**config.mk**
```make
export PLATFORM = sky130hd
export DESIGN_NAME = flash_cmd_top
export DESIGN_NICKNAME = d
export VERILOG_FILES = /design/src/rtl/flcmd_pkg.sv /design/src/rtl/flcmd_engine.sv /design/src/rtl/flcmd_bank.sv /design/src/rtl/flash_cmd_top.sv
export SDC_FILE = /design/constraint.sdc
export NUM_CORES = 1
export LEC_CHECK = 0
export BUFFER_PORTS_ARGS = -buffer_cell sky130_fd_sc_hd__buf_4
export CAP_MARGIN = 15
export CELL_PAD_IN_SITES_DETAIL_PLACEMENT = 1
export CELL_PAD_IN_SITES_GLOBAL_PLACEMENT = 2
export CORE_MARGIN = 4
export CORE_UTILIZATION = 33
export CTS_BUF_LIST = sky130_fd_sc_hd__clkbuf_8
export CTS_CLUSTER_DIAMETER = 30
export DETAILED_ROUTE_END_ITERATION = 16
export PLACE_DENSITY = 0.79
export RECOVER_POWER = 100
export SLEW_MARGIN = 20
export SYNTH_ARGS = -nofsm -noshare
export SYNTH_HDL_FRONTEND = slang
export SYNTH_SLANG_ARGS = --single-unit
export TNS_END_PERCENT = 5
```
**constraint.sdc**
```tcl
create_clock -name clk -period 2.15 [get_ports clk]
set_clock_uncertainty 0.15 [all_clocks]
set_input_delay 0.215 -clock clk [delete_from_list [all_inputs] [get_ports clk]]
set_output_delay 0.215 -clock clk [all_outputs]
set_load 0.1 [all_outputs]
```
**src/rtl/flcmd_pkg.sv**
```systemverilog
package flcmd_pkg;
    typedef enum logic [1:0] {MD_ARRAY, MD_STATUS, MD_IDENT, MD_QUERY} rmode_e;
    typedef enum logic [1:0] {PD_NONE, PD_PROG, PD_ERASE, PD_PROT} pend_e;
    typedef enum logic [2:0] {OP_IDLE, OP_PROG, OP_ERASE, OP_PSUSP, OP_ESUSP} op_e;

    localparam logic [7:0] C_PROG     = 8'h40;
    localparam logic [7:0] C_PROG_ALT = 8'h10;
    localparam logic [7:0] C_ERASE    = 8'h20;
    localparam logic [7:0] C_CLEAR    = 8'h50;
    localparam logic [7:0] C_PROT     = 8'h60;
    localparam logic [7:0] C_RSTAT    = 8'h70;
    localparam logic [7:0] C_IDENT    = 8'h90;
    localparam logic [7:0] C_QUERY    = 8'h98;
    localparam logic [7:0] C_SUSP     = 8'hB0;
    localparam logic [7:0] C_CONF     = 8'hD0;
    localparam logic [7:0] C_ARRAY    = 8'hFF;
    localparam logic [7:0] C_LOCK     = 8'h01;
    localparam logic [7:0] C_LOCKDN   = 8'h2F;

    typedef struct packed {
        rmode_e mode;
        pend_e  pend;
        op_e    op;
        logic   volt_err;
        logic   prog_err;
        logic   erase_err;
    } bank_st_t;
endpackage

```
**src/rtl/flcmd_engine.sv**
```systemverilog
module flcmd_engine #(
    parameter int unsigned CW = 5
) (
    input  logic          clk,
    input  logic          rst_n,
    input  logic          start,
    input  logic [CW-1:0] load,
    input  logic          hold,
    output logic          busy,
    output logic          done
);
    logic [CW-1:0] cnt_d, cnt_q;

    always_comb begin
        cnt_d = cnt_q;
        if (start) begin
            cnt_d = load;
        end else if (cnt_q != '0 && !hold) begin
            cnt_d = cnt_q - 1'b1;
        end
    end

    assign busy = (cnt_q != '0);
    assign done = !start && !hold && (cnt_q == CW'(1));

    always_ff @(posedge clk or negedge rst_n) begin
        if (!rst_n) cnt_q <= '0;
        else        cnt_q <= cnt_d;
    end


    frozen_count_chk: assert property (@(posedge clk) disable iff (!rst_n)
        (hold && !start) |=> $stable(cnt_q));
endmodule

```
**src/rtl/flcmd_bank.sv**
```systemverilog
module flcmd_bank
    import flcmd_pkg::*;
#(
    parameter int unsigned DW           = 16,
    parameter int unsigned PROG_CYCLES  = 8,
    parameter int unsigned ERASE_CYCLES = 20
) (
    input  logic          clk,
    input  logic          rst_n,
    input  logic          wr,
    input  logic [DW-1:0] wdata,
    input  logic          vpp_ok,
    output rmode_e        mode,
    output logic [7:0]    status,
    output logic [DW-1:0] word
);
    localparam int unsigned MAXC = (PROG_CYCLES > ERASE_CYCLES) ? PROG_CYCLES : ERASE_CYCLES;
    localparam int unsigned CW   = $clog2(MAXC + 1);
    localparam logic [CW-1:0] LD_PROG  = CW'(PROG_CYCLES);
    localparam logic [CW-1:0] LD_ERASE = CW'(ERASE_CYCLES);

    bank_st_t      s_d, s_q;
    logic [DW-1:0] word_d, word_q;
    logic [7:0]    cmd;
    logic          running, eng_hold, eng_start, eng_busy, eng_done;
    logic [CW-1:0] eng_load;

    assign cmd      = wdata[7:0];
    assign running  = (s_q.op == OP_PROG) || (s_q.op == OP_ERASE);
    assign eng_hold = (s_q.op == OP_PSUSP) || (s_q.op == OP_ESUSP);

    always_comb begin
        s_d       = s_q;
        word_d    = word_q;
        eng_start = 1'b0;
        eng_load  = LD_PROG;
        if (eng_done) s_d.op = OP_IDLE;
        if (wr) begin
            if (running) begin
                if (!eng_done) begin
                    if (cmd == C_SUSP) begin
                        s_d.op   = (s_q.op == OP_PROG) ? OP_PSUSP : OP_ESUSP;
                        s_d.mode = MD_STATUS;
                    end else if (cmd == C_RSTAT) begin
                        s_d.mode = MD_STATUS;
                    end
                end
            end else if (s_q.pend == PD_PROG) begin
                s_d.pend = PD_NONE;
                s_d.mode = MD_STATUS;
                if (vpp_ok) begin
                    eng_start = 1'b1;
                    s_d.op    = OP_PROG;
                    word_d    = word_q & wdata;
                end else begin
                    s_d.volt_err = 1'b1;
                end
            end else if (s_q.pend == PD_ERASE) begin
                s_d.pend = PD_NONE;
                s_d.mode = MD_STATUS;
                if (cmd == C_CONF) begin
                    if (vpp_ok) begin
                        eng_start = 1'b1;
                        eng_load  = LD_ERASE;
                        s_d.op    = OP_ERASE;
                        word_d    = '1;
                    end else begin
                        s_d.volt_err = 1'b1;
                    end
                end else begin
                    s_d.prog_err  = 1'b1;
                    s_d.erase_err = 1'b1;
                end
            end else if (s_q.pend == PD_PROT) begin
                s_d.pend = PD_NONE;
                if (!(cmd == C_LOCK || cmd == C_LOCKDN || cmd == C_CONF)) begin
                    s_d.prog_err  = 1'b1;
                    s_d.erase_err = 1'b1;
                    s_d.mode      = MD_STATUS;
                end
            end else begin
                case (cmd)
                    C_PROG, C_PROG_ALT: if (s_q.op == OP_IDLE) s_d.pend = PD_PROG;
                    C_ERASE:            if (s_q.op == OP_IDLE) s_d.pend = PD_ERASE;
                    C_CLEAR: begin
                        s_d.volt_err  = 1'b0;
                        s_d.prog_err  = 1'b0;
                        s_d.erase_err = 1'b0;
                        s_d.mode      = MD_ARRAY;
                    end
                    C_PROT:  s_d.pend = PD_PROT;
                    C_RSTAT: s_d.mode = MD_STATUS;
                    C_IDENT: s_d.mode = MD_IDENT;
                    C_QUERY: s_d.mode = MD_QUERY;
                    C_ARRAY: s_d.mode = MD_ARRAY;
                    C_CONF: begin
                        if (eng_hold) begin
                            s_d.op   = (s_q.op == OP_PSUSP) ? OP_PROG : OP_ERASE;
                            s_d.mode = MD_STATUS;
                        end
                    end
                    default: ;
                endcase
            end
        end
    end

    always_ff @(posedge clk or negedge rst_n) begin
        if (!rst_n) begin
            s_q    <= '{mode: MD_ARRAY, pend: PD_NONE, op: OP_IDLE,
                        volt_err: 1'b0, prog_err: 1'b0, erase_err: 1'b0};
            word_q <= '1;
        end else begin
            s_q    <= s_d;
            word_q <= word_d;
        end
    end

    flcmd_engine #(.CW(CW)) u_eng (
        .clk   (clk),
        .rst_n (rst_n),
        .start (eng_start),
        .load  (eng_load),
        .hold  (eng_hold),
        .busy  (eng_busy),
        .done  (eng_done)
    );

    assign mode   = s_q.mode;
    assign word   = word_q;
    assign status = {!running, s_q.op == OP_ESUSP, s_q.erase_err, s_q.prog_err,
                     s_q.volt_err, s_q.op == OP_PSUSP, 2'b00};


    eng_busy_when_running_chk: assert property (@(posedge clk) disable iff (!rst_n)
        running |-> eng_busy);

    idle_engine_quiet_chk: assert property (@(posedge clk) disable iff (!rst_n)
        (s_q.op == OP_IDLE) |-> !eng_busy);

    no_start_without_vpp_chk: assert property (@(posedge clk) disable iff (!rst_n)
        eng_start |-> vpp_ok);

    sticky_prog_err_chk: assert property (@(posedge clk) disable iff (!rst_n)
        (s_q.prog_err && !(wr && cmd == C_CLEAR)) |=> s_q.prog_err);
endmodule

```
**src/rtl/flash_cmd_top.sv**
```systemverilog
module flash_cmd_top
    import flcmd_pkg::*;
#(
    parameter int unsigned       ADDR_W        = 21,
    parameter int unsigned       DW            = 16,
    parameter int unsigned       PROG_CYCLES   = 8,
    parameter int unsigned       ERASE_CYCLES  = 20,
    parameter logic [ADDR_W-1:0] BANK_BOUNDARY = 21'h040000,
    parameter logic [7:0]        MFG_ID        = 8'hA5,
    parameter logic [7:0]        DEV_ID        = 8'h5A,
    parameter logic [DW-1:0]     QUERY_FILL    = 16'h00C3
) (
    input  logic              clk,
    input  logic              rst_n,
    input  logic              wr_en,
    input  logic              rd_en,
    input  logic [ADDR_W-1:0] addr,
    input  logic [DW-1:0]     wdata,
    input  logic              vpp_ok,
    output logic [DW-1:0]     rdata,
    output logic              rvalid
);
    localparam int unsigned NB = 2;

    typedef struct packed {
        logic          valid;
        logic [DW-1:0] data;
    } rd_st_t;

    rd_st_t        rd_d, rd_q;
    logic          sel;
    rmode_e        bmode [NB];
    logic [7:0]    bstat [NB];
    logic [DW-1:0] bword [NB];

    assign sel = (addr >= BANK_BOUNDARY);

    for (genvar g = 0; g < NB; g++) begin : g_bank
        flcmd_bank #(
            .DW           (DW),
            .PROG_CYCLES  (PROG_CYCLES),
            .ERASE_CYCLES (ERASE_CYCLES)
        ) u_bank (
            .clk    (clk),
            .rst_n  (rst_n),
            .wr     (wr_en && (sel == g[0])),
            .wdata  (wdata),
            .vpp_ok (vpp_ok),
            .mode   (bmode[g]),
            .status (bstat[g]),
            .word   (bword[g])
        );
    end

    always_comb begin
        rd_d.valid = rd_en;
        rd_d.data  = rd_q.data;
        if (rd_en) begin
            case (bmode[sel])
                MD_ARRAY:  rd_d.data = bword[sel];
                MD_STATUS: rd_d.data = {{(DW-8){1'b0}}, bstat[sel]};
                MD_IDENT:  rd_d.data = {{(DW-8){1'b0}}, addr[0] ? DEV_ID : MFG_ID};
                default:   rd_d.data = QUERY_FILL;
            endcase
        end
    end

    always_ff @(posedge clk or negedge rst_n) begin
        if (!rst_n) rd_q <= '0;
        else        rd_q <= rd_d;
    end

    assign rdata  = rd_q.data;
    assign rvalid = rd_q.valid;


    read_latency_chk: assert property (@(posedge clk) disable iff (!rst_n)
        rd_en |=> rvalid);

    idle_read_chk: assert property (@(posedge clk) disable iff (!rst_n)
        !rd_en |=> !rvalid);
endmodule

```
# After elaboration in Yosys (flattened, before gate mapping)
# Index checks and enable logic that the tools add are counted.
word_totals:
  ff_bits: 79
  output_inout_bits: 17
op_classes:
  addsub: 2
  magnitude_cmp: 2
  eq_ne: 55
  muxes: 103
  bitwise_logic: 8
  reduce_logical: 51
op_table:
  columns: ["cell", "n"]
  rows:
  - ["16-bit two-way mux", 11]
  - ["5-bit two-way mux", 14]
  - ["3-bit two-way mux", 21]
  - ["2-bit two-way mux", 24]
  - ["8-bit two-way mux", 6]
  - ["16-bit case mux with 3 select lines", 1]
  - ["8-bit == test (second input constant)", 5]
  - ["6-bit AND reduction", 6]
  - ["16-bit AND", 2]
  - ["8-bit by 7-bit == test with 1-bit output (second input constant)", 4]
  - ["4-bit two-way mux", 6]
  - ["21-bit by 19-bit greater-or-equal comparator with 1-bit output (second input constant)", 1]
  - ["10-bit two-way mux", 2]
  - ["5-bit by 1-bit != test with 1-bit output (second input constant)", 4]
  - ["2-bit case mux with 5 select lines", 2]
  - ["5-bit AND reduction", 4]
  - ["9-bit nonzero test", 2]
  - ["8-bit by 6-bit == test with 1-bit output (second input constant)", 2]
  - ["3-bit by 2-bit == test with 1-bit output (second input constant)", 4]
  - ["1-bit two-way mux", 12]
  - ["6-bit two-way mux", 2]
  - ["2-bit != test (second input constant)", 6]
  - ["3-bit by 2-bit != test with 1-bit output (second input constant)", 4]
  - ["3-bit != test (second input constant)", 4]
  - ["26 further kinds", 72]

# Logic depth before layout (Yosys ltp)
# Gate-level depths: netlist (run 1).
depth:
  word_depth: 17
  mapped_depth: 11
  mapped_depth_nobuf: 8

# Cells and area by module
# Synthesis (run 1) repeated with hierarchy kept, for this count alone.
unflattened:
  hier_cells: 580
  area_unflattened_um2: 5111.2
by_module_without_submodules:
  columns: ["mod", "n_inst", "cells_per_inst", "area_per_inst_um2", "seq_area_each_um2"]
  rows:
  - ["flcmd_bank (g_bank[0].u_bank)", 1, 193, 1665.3, 645.6]
  - ["flcmd_bank (g_bank[1].u_bank)", 1, 193, 1646.6, 645.6]
  - ["flash_cmd_top", 1, 124, 1138.6, 425.4]
  - ["flcmd_engine", 2, 35, 330.3, 125.1]

# Worst setup path before layout (run 1)
# Ideal clock, no wire load.
synth_path:
  path_kind: "reg2reg"
  from: "register g_bank[1].u_bank.s_q[6] (netlist name)"
  to: "register g_bank[1].u_bank.s_q[4] (netlist name)"
  setup_time_ns: 0.135
  arrival_ns: 1.846
  required_ns: 1.865
  path_slack_ns: 0.019
  stages_incl_launch_ff: 10
  synth_period_minus_slack_ns: 2.131
  path_cell_list: "dfrtp_1 inv_1 ha_1 clkbuf_1 or3_1 buf_1 o21ai_0 a21oi_1 o32ai_1 o21ai_0"
synth_lines:
  columns: ["element", "line", "source"]
  rows:
  - ["start: declaration", "flcmd_bank.sv:22", "bank_st_t s_d, s_q;"]
  - ["start signal: assignment", "flcmd_bank.sv:110", "s_q <= '{mode: MD_ARRAY, pend: PD_NONE, op: OP_IDLE,"]

# Worst setup path in the final report (run 1)
layout_path:
  from: "register g_bank[0].u_bank.s_q[6] (netlist name)"
  to: "register g_bank[0].u_bank.s_q (netlist bit g_bank[0].u_bank.mode[1])"
layout_between:
  elab_chain_len: 10
  word_cells_on_any_way: 19
  cone_classes: "eq/ne: 6; mux: 8; reduce/logical: 5"
layout_lines:
  columns: ["element", "line", "source"]
  rows:
  - ["start: declaration", "flcmd_bank.sv:22", null]
  - ["start signal: assignment", "flcmd_bank.sv:110", null]
  - ["2-bit == test", "flcmd_bank.sv:58", "end else if (s_q.pend == PD_ERASE) begin"]
  - ["1-bit two-way mux", "flcmd_bank.sv:58", null]
  - ["1-bit two-way mux", "flcmd_bank.sv:48", "end else if (s_q.pend == PD_PROG) begin"]
  - ["1-bit two-way mux", "flcmd_bank.sv:39", "if (running) begin"]
  - ["1-bit two-way mux", "flcmd_bank.sv:38", "if (wr) begin"]
  - ["1-bit logical NOT", "flcmd_engine.sv:24", "assign done = !start && !hold && (cnt_q == CW'(1));"]
  - ["1-bit logical AND (2 in series)", "flcmd_engine.sv:24", null]
  - ["2-bit != test (no line)", null, null]
  - ["6-bit AND reduction (no line)", null, null]
# Several ways; a longest one is shown, not always the timed one.
# A chain may end at the register's enable or synchronous reset.

==> results of run 1 <==
layout make-up:
type | count | area [um2] | area share (%)
multi-input cells | 366 | 2320 | 41.5
repair buffers | 105 | 787 | 14.1
clock inverters | 7 | 67.6 | 1.21
well taps | 176 | 220 | 3.95
flip-flops and latches | 77 | 1970 | 35.4
clock buffers | 9 | 124 | 2.22
inverters | 24 | 90.1 | 1.61
power by group through the flow:
stage	combinational [mW]	clock, mW	sequential, mW
final	2.49	1.13	2.23
after floorplan	1.30	0	2.53
after global placement	2.40	0	2.23
after CTS	2.51	1.15	2.23
after global routing	2.77	1.21	2.28
after detailed placement	2.48	0	2.25
logic make-up after synthesis:
family                     count (synthesis)  synth area share, %
AOI/OAI and AO/OA                        136                 19.4
xor gates and xnor gates                   7                 1.38
adders and majority gates                 11                 3.09
buffers and inverters                     50                 5.28
DFF                                       77                 44.2
muxes                                     27                 6.29
and+or+nand+nor                          185                 20.4
per-stage QoR:
step,instances,instance area (um2),utilization [%]
finish,764,5580,42.1
global route,764,5580,42.1
CTS,763,5590,42.2
detailed placement,735,5270,39.8
global placement,735,5270,39.8
floorplan,493,4450,-
worst paths after layout:
path | from | to | slack, ns | cells after the start
max in group asynchronous | rst_n | g_bank[1].u_bank.u_eng.cnt_q[1] | 0.32 | 3
setup reg to reg | g_bank[0].u_bank.s_q[6] | g_bank[0].u_bank.mode[1] | 0.09 | 7
hold reg to reg | g_bank[0].u_bank.word[4] | g_bank[0].u_bank.word[4] | 0.33 | 2
min in group asynchronous | rst_n | g_bank[1].u_bank.s_q[3] | 0.28 | 2
setup / recovery | g_bank[0].u_bank.s_q[6] | g_bank[0].u_bank.mode[1] | 0.09 | 7
hold / removal | wdata[7] | g_bank[1].u_bank.word[7] | 0.01 | 3
worst register-to-register path, stage by stage (launching register included):
cell      delay [ns]
dfrtp_1         0.41
inv_1           0.09
ha_1            0.35
nand2b_1        0.14
nor3_2          0.06
a311oi_2        0.30
o21ai_2         0.13
mux2_1          0.32
state kept, by name, indices dropped and copies added, names as in the netlist:
name	count
g_bank.u_bank.mode	4
g_bank.u_bank.s_q	10
g_bank.u_bank.status	4
g_bank.u_bank.u_eng.cnt_q	10
g_bank.u_bank.word	32
rdata	16
rvalid	1
cells in the mapped netlist (10+ instances only):
cell type | n | area (um2)
nand3_1 | 10 | 50.1
dfrtp_1 | 45 | 1130
a21oi_1 | 18 | 90.1
nor3_1 | 14 | 70.1
nor2_1 | 44 | 165
o22ai_1 | 10 | 62.6
inv_1 | 24 | 90.1
nand2b_1 | 10 | 62.6
dfstp_2 | 32 | 841
nand2_1 | 65 | 244
o21ai_0 | 53 | 265
ha_1 | 11 | 138
mux2i_1 | 19 | 190
clkbuf_1 | 14 | 52.6
metal layers:
layer,up-vias,global-route usage [%],routed length [um]
met5,-,0,0
met4,0,6.91,231
met2,44,31.9,6830
met1,2048,24.5,6450
li1,1936,-,-
met3,16,2.45,280
timing repair:
item                                   CTS  global route
pin swaps                                2             3
endpoints found under the hold margin   48             0
gates cloned                             0             0
resized for setup                        3            36
buffers inserted                         0             1
setup endpoints to repair                4            47
hold buffers                            12             0
==> metrics.md, run 1 <==
| Metric | Value |
|---|---|
| Placeable Area | 13,200 um2 |
| Wire per inst | 18.0 um |
| Sequential share of the synthesized area | 44.2% |
| Drt total wl | 13,800 um |
| Vias | 4,044 |
| Max_slew headroom | 48.2% |
| Syn Std Cell Area | 4450 um2 |
| VDD IR max | 0.000286 V |
| Hold Crit Class | in -> reg |
| Port bufs | 41 |
| Worst setup EP type | register |
| Slowest stage cell on the critical path | dfrtp_1 |
| Setup tns final | 0 ns |
| First-pass GRT wire length | 22,300 um |
| Post-DRT Antenna Nets | 0 |
| Mapped Cells | 493 |
| Ant. Diodes | 0 |
| Ratio of final minimum period to clock period | 95.9% |
| Most frequent cells in the layout | nand2_1 (65), buf_4 (60), o21ai_0 (41) |
| Placement Setup Slack | -0.161 ns |
| CTS buffer count | 9 |
| Lkg Pwr | 2.47 nW |
| Fin nets | 636 |
| Final hold vios | 0 |
| Switching Fraction | 41.0% |
| Vias in the first global route | 4,244 |
| Int Pwr | 3.45 mW |
| Root buf cell | clkbuf_8 |
| Die X | 124 um |
| Clock buffer depth | 2 |
| Synthesized Nets | 546 |
| Comb pwr share | 42.6% |
| Most common cell after layout, fill and taps aside | nand2_1 |
| Area delta synth->final | 25.3% |
| GP Congestion | 0.826 |
| F_max | 485 MHz |
| Ys Warns | 0 |
| Worst Slack Setup Final | 0.0874 ns |
| Post-synth EDFFs | 0 |
| Tmin final | 2.06 ns |
| Ys async rst share | 100% |
| Die span in y | 124 um |
| Ys flop type | dfrtp_1 |
| Max-slew violation count | 0 |
| Die area | 15,400 um2 |
| Clock power share | 19.3% |
| Overall Global Routing Usage | 18.8% |
| Share of cells above drive strength 1 | 27.7% |
| Actual slew at the worst max-slew pin | 0.777 ns |
| CTS tree | yes |
| Std cell rows | 42 |
| Synthesized area per cell | 9.04 um2 |
| P_sw | 2.40 mW |
| Clock-pin slew on the worst setup and hold paths | 0.09 ns |
| Fill cells | 1,589 |
| Seq pwr share | 38.0% |
| IO Count | 59 |
| Largest net degree at the start of global routing | 50 |
| DR vias/cell | 5.29 |
| Pwr Density | 1050 nW/um2 |
| Clock sinks | 77 |
| Final setup vio count | 0 |
| Critical Path RT | 2.27 ns |
| Max-cap viol count | 0 |
| Post-synthesis register bit count | 77 |
| Final Power | 5.85 mW |
| Critical path's top delay family | compound AO/OA/AOI/OAI gates |
| Buffers & Inverters on Critical Path | 1 |
| Worst hold margin | 0.0135 ns |
| H-tree levels | 3 |
| WP data arrival | 2.18 ns |
| HPWL after DPL | 10,200 um |
| Post-route DRC violation count | 0 |
| Clk Latency, worst-skew pair | 0.38 ns |
| Status | complete, no violations |
| Initial DRC count | 243 |
| Gr ovfl total | 0 |
| DR pass1 iterations | 4 |
| CP cell instances | inv_1 > ha_1 > nand2b_1 > nor3_2 > a311oi_2 > o21ai_2 > mux2_1 |
| Initial antenna violation count | 0 |
| Worst-path maximum fanout | 4 |
| Netlist cell types | 64 |
| Initial Util | 33.6% |
| Crit start category | register |
| Worst Setup Path Type | reg -> reg |
| Crit-path max cell delay | 0.41 ns |
No activity file was read; power rests on OpenSTA's default activity.
==> run 2: changes to the inputs <==
Settings changed: CELL_PAD_IN_SITES_GLOBAL_PLACEMENT 2 to 1, CORE_UTILIZATION 33 to 41.
==> run 2 against run 1 <==
Effect of this change:
- maximum frequency down 1.3%
- critical path depth unchanged
- utilization rose by 10 points
- sequential cell count unchanged
- register-to-register slack got worse by 0.03 ns
- hold slack improved by 0.0069 ns
- combinational power increased by 2%
- cell count is 6.0% lower
- global-route usage rose by 3.8 points
- worst setup slack worse by 0.027 ns
- clock power up 11%
- routed wire length increased by 1.6%
- highest routed layer unchanged
==> metrics.md, run 2 (same netlist as run 1, synthesis figures left out) <==
| Metric | Value |
|---|---|
| Status | complete, no violations |
| Worst Setup Path Type | reg -> reg |
| Worst flop-to-flop path endpoint | g_bank[0].u_bank.mode[1] |
| Path depth of the worst reg2reg path | 7 (unchanged) |
| Buffers & Inverters on Critical Path | 1 (unchanged) |
| Worst hold margin | 0.0203 ns (+0.00685 ns) |
| Crit start category | register |
| Clock-pin slew on the worst setup and hold paths | 0.08 ns (about the same) |
| Slowest stage cell on the critical path | or4b_4 |
| Util after Layout | 52.5% (+10 points) |
| Critical path's top delay family | simple AND/OR/NAND/NOR gates |
| Lkg Pwr | 2.44 nW (-0.99%) |
| Switching Fraction | 40.8% (-0.23 points) |
| Initial Util | 42.6% (+8.9 points) |
| Critical Path RT | 2.26 ns (about the same) |
| Max_slew headroom | 29.2% (-19 points) |
| Max-slew violation count | 0 (unchanged) |
| R2R Path Start | g_bank[0].u_bank.u_eng.cnt_q[1] |
| Vias | 4,141 (+2.4%) |
| Area delta synth->final | 23.4% |
| Largest net degree at the start of global routing | 44 (-12%) |
| Wire per inst | 19.5 um (+8.1%) |
| Worst-path maximum fanout | 3 (-1) |
| Setup tns final | 0 ns (unchanged) |
| Placed Area | 5170 um2 (-1.9%) |
| Post-DRT Antenna Nets | 0 (unchanged) |
| Gr ovfl total | 0 (unchanged) |
| Drt total wl | 14,000 um (+1.6%) |
| Clock power share | 20.7% (+1.4 points) |
| Overall Global Routing Usage | 22.6% (+3.8 points) |
| Die X | 112 um (-9.6%) |
| HPWL after DPL | 10,400 um (+1.5%) |
| IO Count | 59 (unchanged) |
| Worst hold path cell count | 3 (unchanged) |
| Clock sinks | 77 (unchanged) |
| Die span in y | 112 um (-9.6%) |
| Fin nets | 630 (-0.94%) |
| Vias in the first global route | 4,413 (+4.0%) |
| Port bufs | 41 (unchanged) |
| DR vias/cell | 5.77 (+9.0%) |
| CP cell instances | inv_2 > ha_1 > or4b_4 > nor2_4 > nor4b_1 > o21ai_1 > mux2_1 |
| Worst setup EP type | register |
| F_max | 479 MHz (-1.3%) |
| Root buf cell | clkbuf_8 |
| Post-route DRC violation count | 0 (unchanged) |
| WP data arrival | 2.20 ns (+0.02 ns) |
| P_sw | 2.47 mW (+2.9%) |
| Share of cells above drive strength 1 | 28.5% (+0.80 points) |
| First-pass GRT wire length | 22,800 um (+2.0%) |
| Final hold vios | 0 (unchanged) |
| Int Pwr | 3.59 mW (+3.9%) |
| Hold Path End | g_bank[0].u_bank.word[0] |
| R2r setup slk | 0.06 ns (-0.03 ns) |
| Clock buffer depth | 2 (unchanged) |
| Crit-path max cell delay | 0.48 ns (+0.07 ns) |
| Actual slew at the worst max-slew pin | 1.06 ns (+0.285 ns) |
| VDD IR max | 0.000641 V (+120%) |
| Ratio of final minimum period to clock period | 97.2% (+1.2 points) |
| Seq pwr share | 37.2% (-0.8 points) |
| Comb pwr share | 42.1% (-0.5 points) |
| Most frequent cells in the layout | nand2_1 (65), buf_4 (64), o21ai_0 (43) |
| Hold Crit Class | in -> reg |
| Initial antenna violation count | 0 (unchanged) |
| Clk Latency, worst-skew pair | 0.38 ns (about the same) |
| Max reg flops | 32 (unchanged) |
| Std cell rows | 37 (-12%) |
| Pwr Density | 1100 nW/um2 (+5.1%) |
| Tmin final | 2.09 ns (+0.0265 ns) |
| Max-cap viol count | 0 (unchanged) |
| Most common cell after layout, fill and taps aside | nand2_1 |
| Final setup vio count | 0 (unchanged) |
| H-tree levels | 3 (unchanged) |
| Initial DRC count | 204 (-16%) |
| Unrepaired setup endpoints after global routing | yes |
| Die area | 12,600 um2 (-18%) |
| CTS tree | yes |
| Placeable Area | 10,500 um2 (-21%) |
| Non-Filler Cell Area, Final | 5500 um2 (-1.5%) |
| GP Congestion | 0.930 (+13%) |
| CTS buffer count | 9 (unchanged) |
| Ant. Diodes | 0 (unchanged) |
| DR pass1 iterations | 4 (unchanged) |
| Hold Startpoint | wdata[0] |
==> run 2: changes by cell type in the layout (fill, tap and decap cells not counted), sizes merged <==
| cell | previous run | this run |
|---|---|---|
| buf | 65 | 66 |
| bufinv | 1 | 2 |
| dlygate4sd3 | 12 | 10 |
| clkbuf | 37 | 32 |
| inv | 27 | 25 |
| clkinv | 2 | 3 |
==> run 2: timing repair <==
item / in CTS / in global routing
endpoints found under the setup margin: 11 / 49
hold buffers: 10 / 0
gates resized for setup: 5 / 29
pin swaps: 2 / 3
endpoints found under the hold margin: 34 / 0
buffers inserted: 0 / 0
==> run 2: area by class of cell <==
type,count,area (um2)
clock buffers,9,124
clock inverters,7,98.8
fillers,1251,4970
inverters,24,90.1
multi-input cells,366,2300
flip-flops and latches,77,1970
well taps,136,170
repair buffers,99,737
==> run 2: metal layers <==
layer  GRT usage (%)  share of wire, %  vias up
met5               0                 0        -
met4            8.65               1.4        0
met3            3.29               4.3       19
met2            36.9                49       76
met1            30.4                45     2118
li1                -                 -     1928
==> run 2: how the worst max path moves through the flow <==
stage,depth (start not counted),start,to
after floorplan,9,g_bank[1].u_bank.s_q[6],g_bank[1].u_bank.s_q[4]
final,7,g_bank[0].u_bank.u_eng.cnt_q[1],g_bank[0].u_bank.mode[1]
after CTS,6,g_bank[1].u_bank.s_q[3],g_bank[1].u_bank.mode[1]
after global placement,7,g_bank[0].u_bank.u_eng.cnt_q[1],g_bank[0].u_bank.mode[0]
after detailed placement,7,g_bank[0].u_bank.u_eng.cnt_q[1],g_bank[0].u_bank.mode[1]
after global routing,8,g_bank[0].u_bank.s_q[6],g_bank[0].u_bank.s_q[5]
==> run 2: metrics by stage <==
| step | cells | worst slack, ns | total power [mW] |
|---|---|---|---|
| final | 718 | 0.0609 | 6.06 |
| after global routing | 718 | -0.0443 | 6.43 |
| after CTS | 718 | 0.00383 | 6.05 |
| after detailed placement | 692 | -0.132 | 4.75 |
| after global placement | 692 | -0.0595 | 4.59 |
| after floorplan | 493 | 0.0193 | 3.83 |
==> run 2: power groups by stage <==
stage	clock (mW)	combinational (mW)	sequential, mW
3_5_place_dp	0	2.50	2.26
2_1_floorplan	0	1.30	2.53
3_3_place_gp	0	2.37	2.23
5_1_grt	1.33	2.79	2.31
6_report	1.25	2.55	2.25
4_1_cts	1.27	2.54	2.24
==> run 2: worst reg2reg max path, stage by stage (launching register included) <==
cell	delay (ns)
dfrtp_1	0.41
inv_2	0.07
ha_1	0.13
or4b_4	0.48
nor2_4	0.12
nor4b_1	0.07
o21ai_1	0.22
mux2_1	0.34
==> run 3: changes to the inputs <==
Settings changed: CORE_UTILIZATION 41 to 45, PLACE_DENSITY 0.79 to 0.82, RECOVER_POWER 100 to not set, TNS_END_PERCENT 5 to not set.
Clock period 2.15 ns to 2.1 ns, I/O delays scaled along.
==> run 3 against run 2 <==
Effect of this change:
- the run now ends with setup timing left
- utilization rose by 7.4 points
- via count rose by 6.1%
- worst setup slack got worse by 0.16 ns
- hold slack improved by 0.0097 ns
- clock power rose by 11%
- sequential power rose by 3%
- final area rose by 5.6%
- largest cell class unchanged
==> metrics.md, run 3 (same netlist as run 1, synthesis figures left out) <==
| Metric | Value |
|---|---|
| Post-Place Cells | 705 (+1.9%) |
| Switching Fraction | 40.5% (-0.33 points) |
| Lkg Pwr | 2.62 nW (+7.5%) |
| Non-Filler Cell Area, Final | 5810 um2 (+5.6%) |
| Worst hold path cell count | 3 (unchanged) |
| Hold Startpoint | wdata[7] |
| Area delta synth->final | 30.4% |
| Drt total wl | 15,700 um (+12%) |
| Overall Global Routing Usage | 26.5% (+3.8 points) |
| Clock sinks | 77 (unchanged) |
| Buffers & Inverters on Critical Path | 1 (unchanged) |
| Comb pwr share | 44.3% (+2.2 points) |
| Fin nets | 652 (+3.5%) |
| Clk Latency, worst-skew pair | 0.37 ns (about the same) |
| Tmin final | 2.20 ns (+0.112 ns) |
| First-pass GRT wire length | 23,900 um (+4.9%) |
| Pwr Density | 1150 nW/um2 (+4.0%) |
| Crit-path max cell delay | 0.43 ns (-0.05 ns) |
| Root buf cell | clkbuf_8 |
| Fill cells | 1,133 (-9.4%) |
| Worst setup EP type | register |
| Hold Path End | g_bank[1].u_bank.word[7] |
| Final Power | 6.65 mW (+9.9%) |
| Worst Slack Setup Final | -0.102 ns (-0.162 ns) |
| Path depth of the worst reg2reg path | 7 (unchanged) |
| Status | complete, but fails checks |
| CTS buffer count | 9 (unchanged) |
| Worst hold margin | 0.0300 ns (+0.00969 ns) |
| Placeable Area | 9680 um2 (-7.4%) |
| VDD IR max | 0.000493 V (-23%) |
| Most common cell after layout, fill and taps aside | buf_4 |
| H-tree levels | 3 (unchanged) |
| Final setup vio count | 2 (+2) |
| IO Count | 59 (unchanged) |
| GP Congestion | 0.924 (-0.65%) |
| Initial DRC count | 365 (+79%) |
| WP data arrival | 2.31 ns (+0.11 ns) |
| Worst flop-to-flop path endpoint | g_bank[0].u_bank.mode[1] |
| Initial antenna violation count | 0 (unchanged) |
| Placement Setup Slack | -0.105 ns (+0.0266 ns) |
| Wire per inst | 21.4 um (+9.5%) |
| DR pass1 iterations | 5 (+1) |
| Critical Path RT | 2.21 ns (-0.05 ns) |
| Hold Crit Class | in -> reg |
| Max-cap viol count | 0 (unchanged) |
| Largest net degree at the start of global routing | 59 (+34%) |
| Ratio of final minimum period to clock period | 105% (+7.7 points) |
| Actual slew at the worst max-slew pin | 0.573 ns (-0.489 ns) |
| Critical path's top delay family | flip-flops |
| Unrepaired setup endpoints after global routing | yes |
| Std cell rows | 36 (-2.7%) |
| Post-route DRC violation count | 0 (unchanged) |
| Max reg flops | 32 (unchanged) |
| DR vias/cell | 5.96 (+3.4%) |
| Port bufs | 41 (unchanged) |
| Die span in y | 107 um (-4.2%) |
| Util after Layout | 60.0% (+7.4 points) |
| F_max | 454 MHz (-5.1%) |
| Finished Layout Cells | 737 (+2.6%) |
| R2R Path Start | g_bank[0].u_bank.s_q[6] |
| Clock-pin slew on the worst setup and hold paths | 0.09 ns (about the same) |
| Most frequent cells in the layout | buf_4 (104), nand2_1 (65), dfrtp_1 (42) |
| Die X | 107 um (-4.2%) |
| Vias in the first global route | 4,614 (+4.6%) |
| Worst-path maximum fanout | 4 (+1) |
| Failing checks | setup timing |
| Ant. Diodes | 0 (unchanged) |
| Initial Util | 46.0% (+3.4 points) |
| Placed Area | 5310 um2 (+2.6%) |
| Die area | 11,600 um2 (-8.3%) |
| Slowest stage cell on the critical path | dfrtp_1 |
| Share of cells above drive strength 1 | 32.0% (+3.4 points) |
| CP cell instances | inv_2 > ha_1 > nand2b_1 > nor3_1 > a311oi_2 > o21ai_2 > mux2_4 |
| Clock buffer depth | 2 (unchanged) |
| R2r setup slk | -0.10 ns (-0.16 ns) |
| Clock power share | 20.9% (+0.2 points) |
| Final hold vios | 0 (unchanged) |
| Post-DRT Antenna Nets | 0 (unchanged) |
| Max_slew headroom | 61.2% (+32 points) |
| Setup tns final | -0.196 ns (-0.196 ns) |
| Worst Setup Path Type | reg -> reg |
| Seq pwr share | 34.8% (-2.4 points) |
| P_sw | 2.69 mW (+9.0%) |
| CTS tree | yes |
| HPWL after DPL | 10,200 um (-2.3%) |
| Gr ovfl total | 0 (unchanged) |
| Crit start category | register |
| Max-slew violation count | 0 (unchanged) |
| Vias | 4,394 (+6.1%) |
| Int Pwr | 3.96 mW (+10%) |
## run 3: cell types whose count changed in the layout (fill, tap and decap cells not counted), sizes merged
cell,change
clkbuf,-22
clkinv,-2
clkinvlp,-1
inv,+2
bufinv,+1
buf,+44
## run 3: what timing repair did
item / CTS / global route
gates resized for setup: 10 / 38
pin swaps: 3 / 10
endpoints found under the hold margin: 62 / 0
hold buffers: 10 / 0
setup buffers: 1 / 4
endpoints found under the setup margin: 39 / 42
gates cloned: 0 / 1
## run 3: worst max-delay path by stage
stage / startpoint / to / slack (ns) / cells past startpoint
2_1_floorplan: g_bank[1].u_bank.s_q[6] / g_bank[1].u_bank.s_q[4] / -0.008 / 9
3_3_place_gp: wdata[3] / g_bank[0].u_bank.mode[0] / -0.02 / 6
3_5_place_dp: wdata[2] / g_bank[0].u_bank.s_q[7] / -0.11 / 8
4_1_cts: g_bank[0].u_bank.u_eng.cnt_q[0] / g_bank[0].u_bank.u_eng.cnt_q[2] / 0.003 / 9
5_1_grt: g_bank[0].u_bank.s_q[6] / g_bank[0].u_bank.mode[1] / -0.16 / 7
6_report: g_bank[0].u_bank.s_q[6] / g_bank[0].u_bank.mode[1] / -0.10 / 7
## run 3: power groups by stage
stage / sequential [mW] / clock, mW / combinational, mW
floorplan: 2.59 / 0 / 1.34
global placement: 2.28 / 0 / 2.51
detailed placement: 2.32 / 0 / 2.63
CTS: 2.30 / 1.40 / 2.72
global route: 2.36 / 1.47 / 3.19
finish: 2.32 / 1.39 / 2.95
## run 3: final cells by class
cell class / count / area, um2 / share of cell area, %
clock buffer: 9 / 124 / 2.13
clock inverter: 7 / 115 / 1.98
inverter: 24 / 90.1 / 1.55
multi-input combinational: 366 / 2340 / 40.3
sequential: 77 / 1970 / 33.9
tap: 133 / 166 / 2.87
timing repair buffer: 121 / 1000 / 17.2
## run 3: per-layer routing
| layer | track usage [%] | vias up | share of wire, % |
|---|---|---|---|
| met5 | 0 | - | 0 |
| met3 | 3.36 | 40 | 5.4 |
| met1 | 35.5 | 2204 | 43 |
| met2 | 43.4 | 178 | 49 |
| li1 | - | 1972 | - |
| met4 | 10.6 | 0 | 2.6 |
## run 3: worst reg2reg max path: stages (launching register included)
cell and delay [ns]:
dfrtp_1 0.43, inv_2 0.06, ha_1 0.39, nand2b_1 0.15
nor3_1 0.24, a311oi_2 0.10, o21ai_2 0.24, mux2_4 0.34
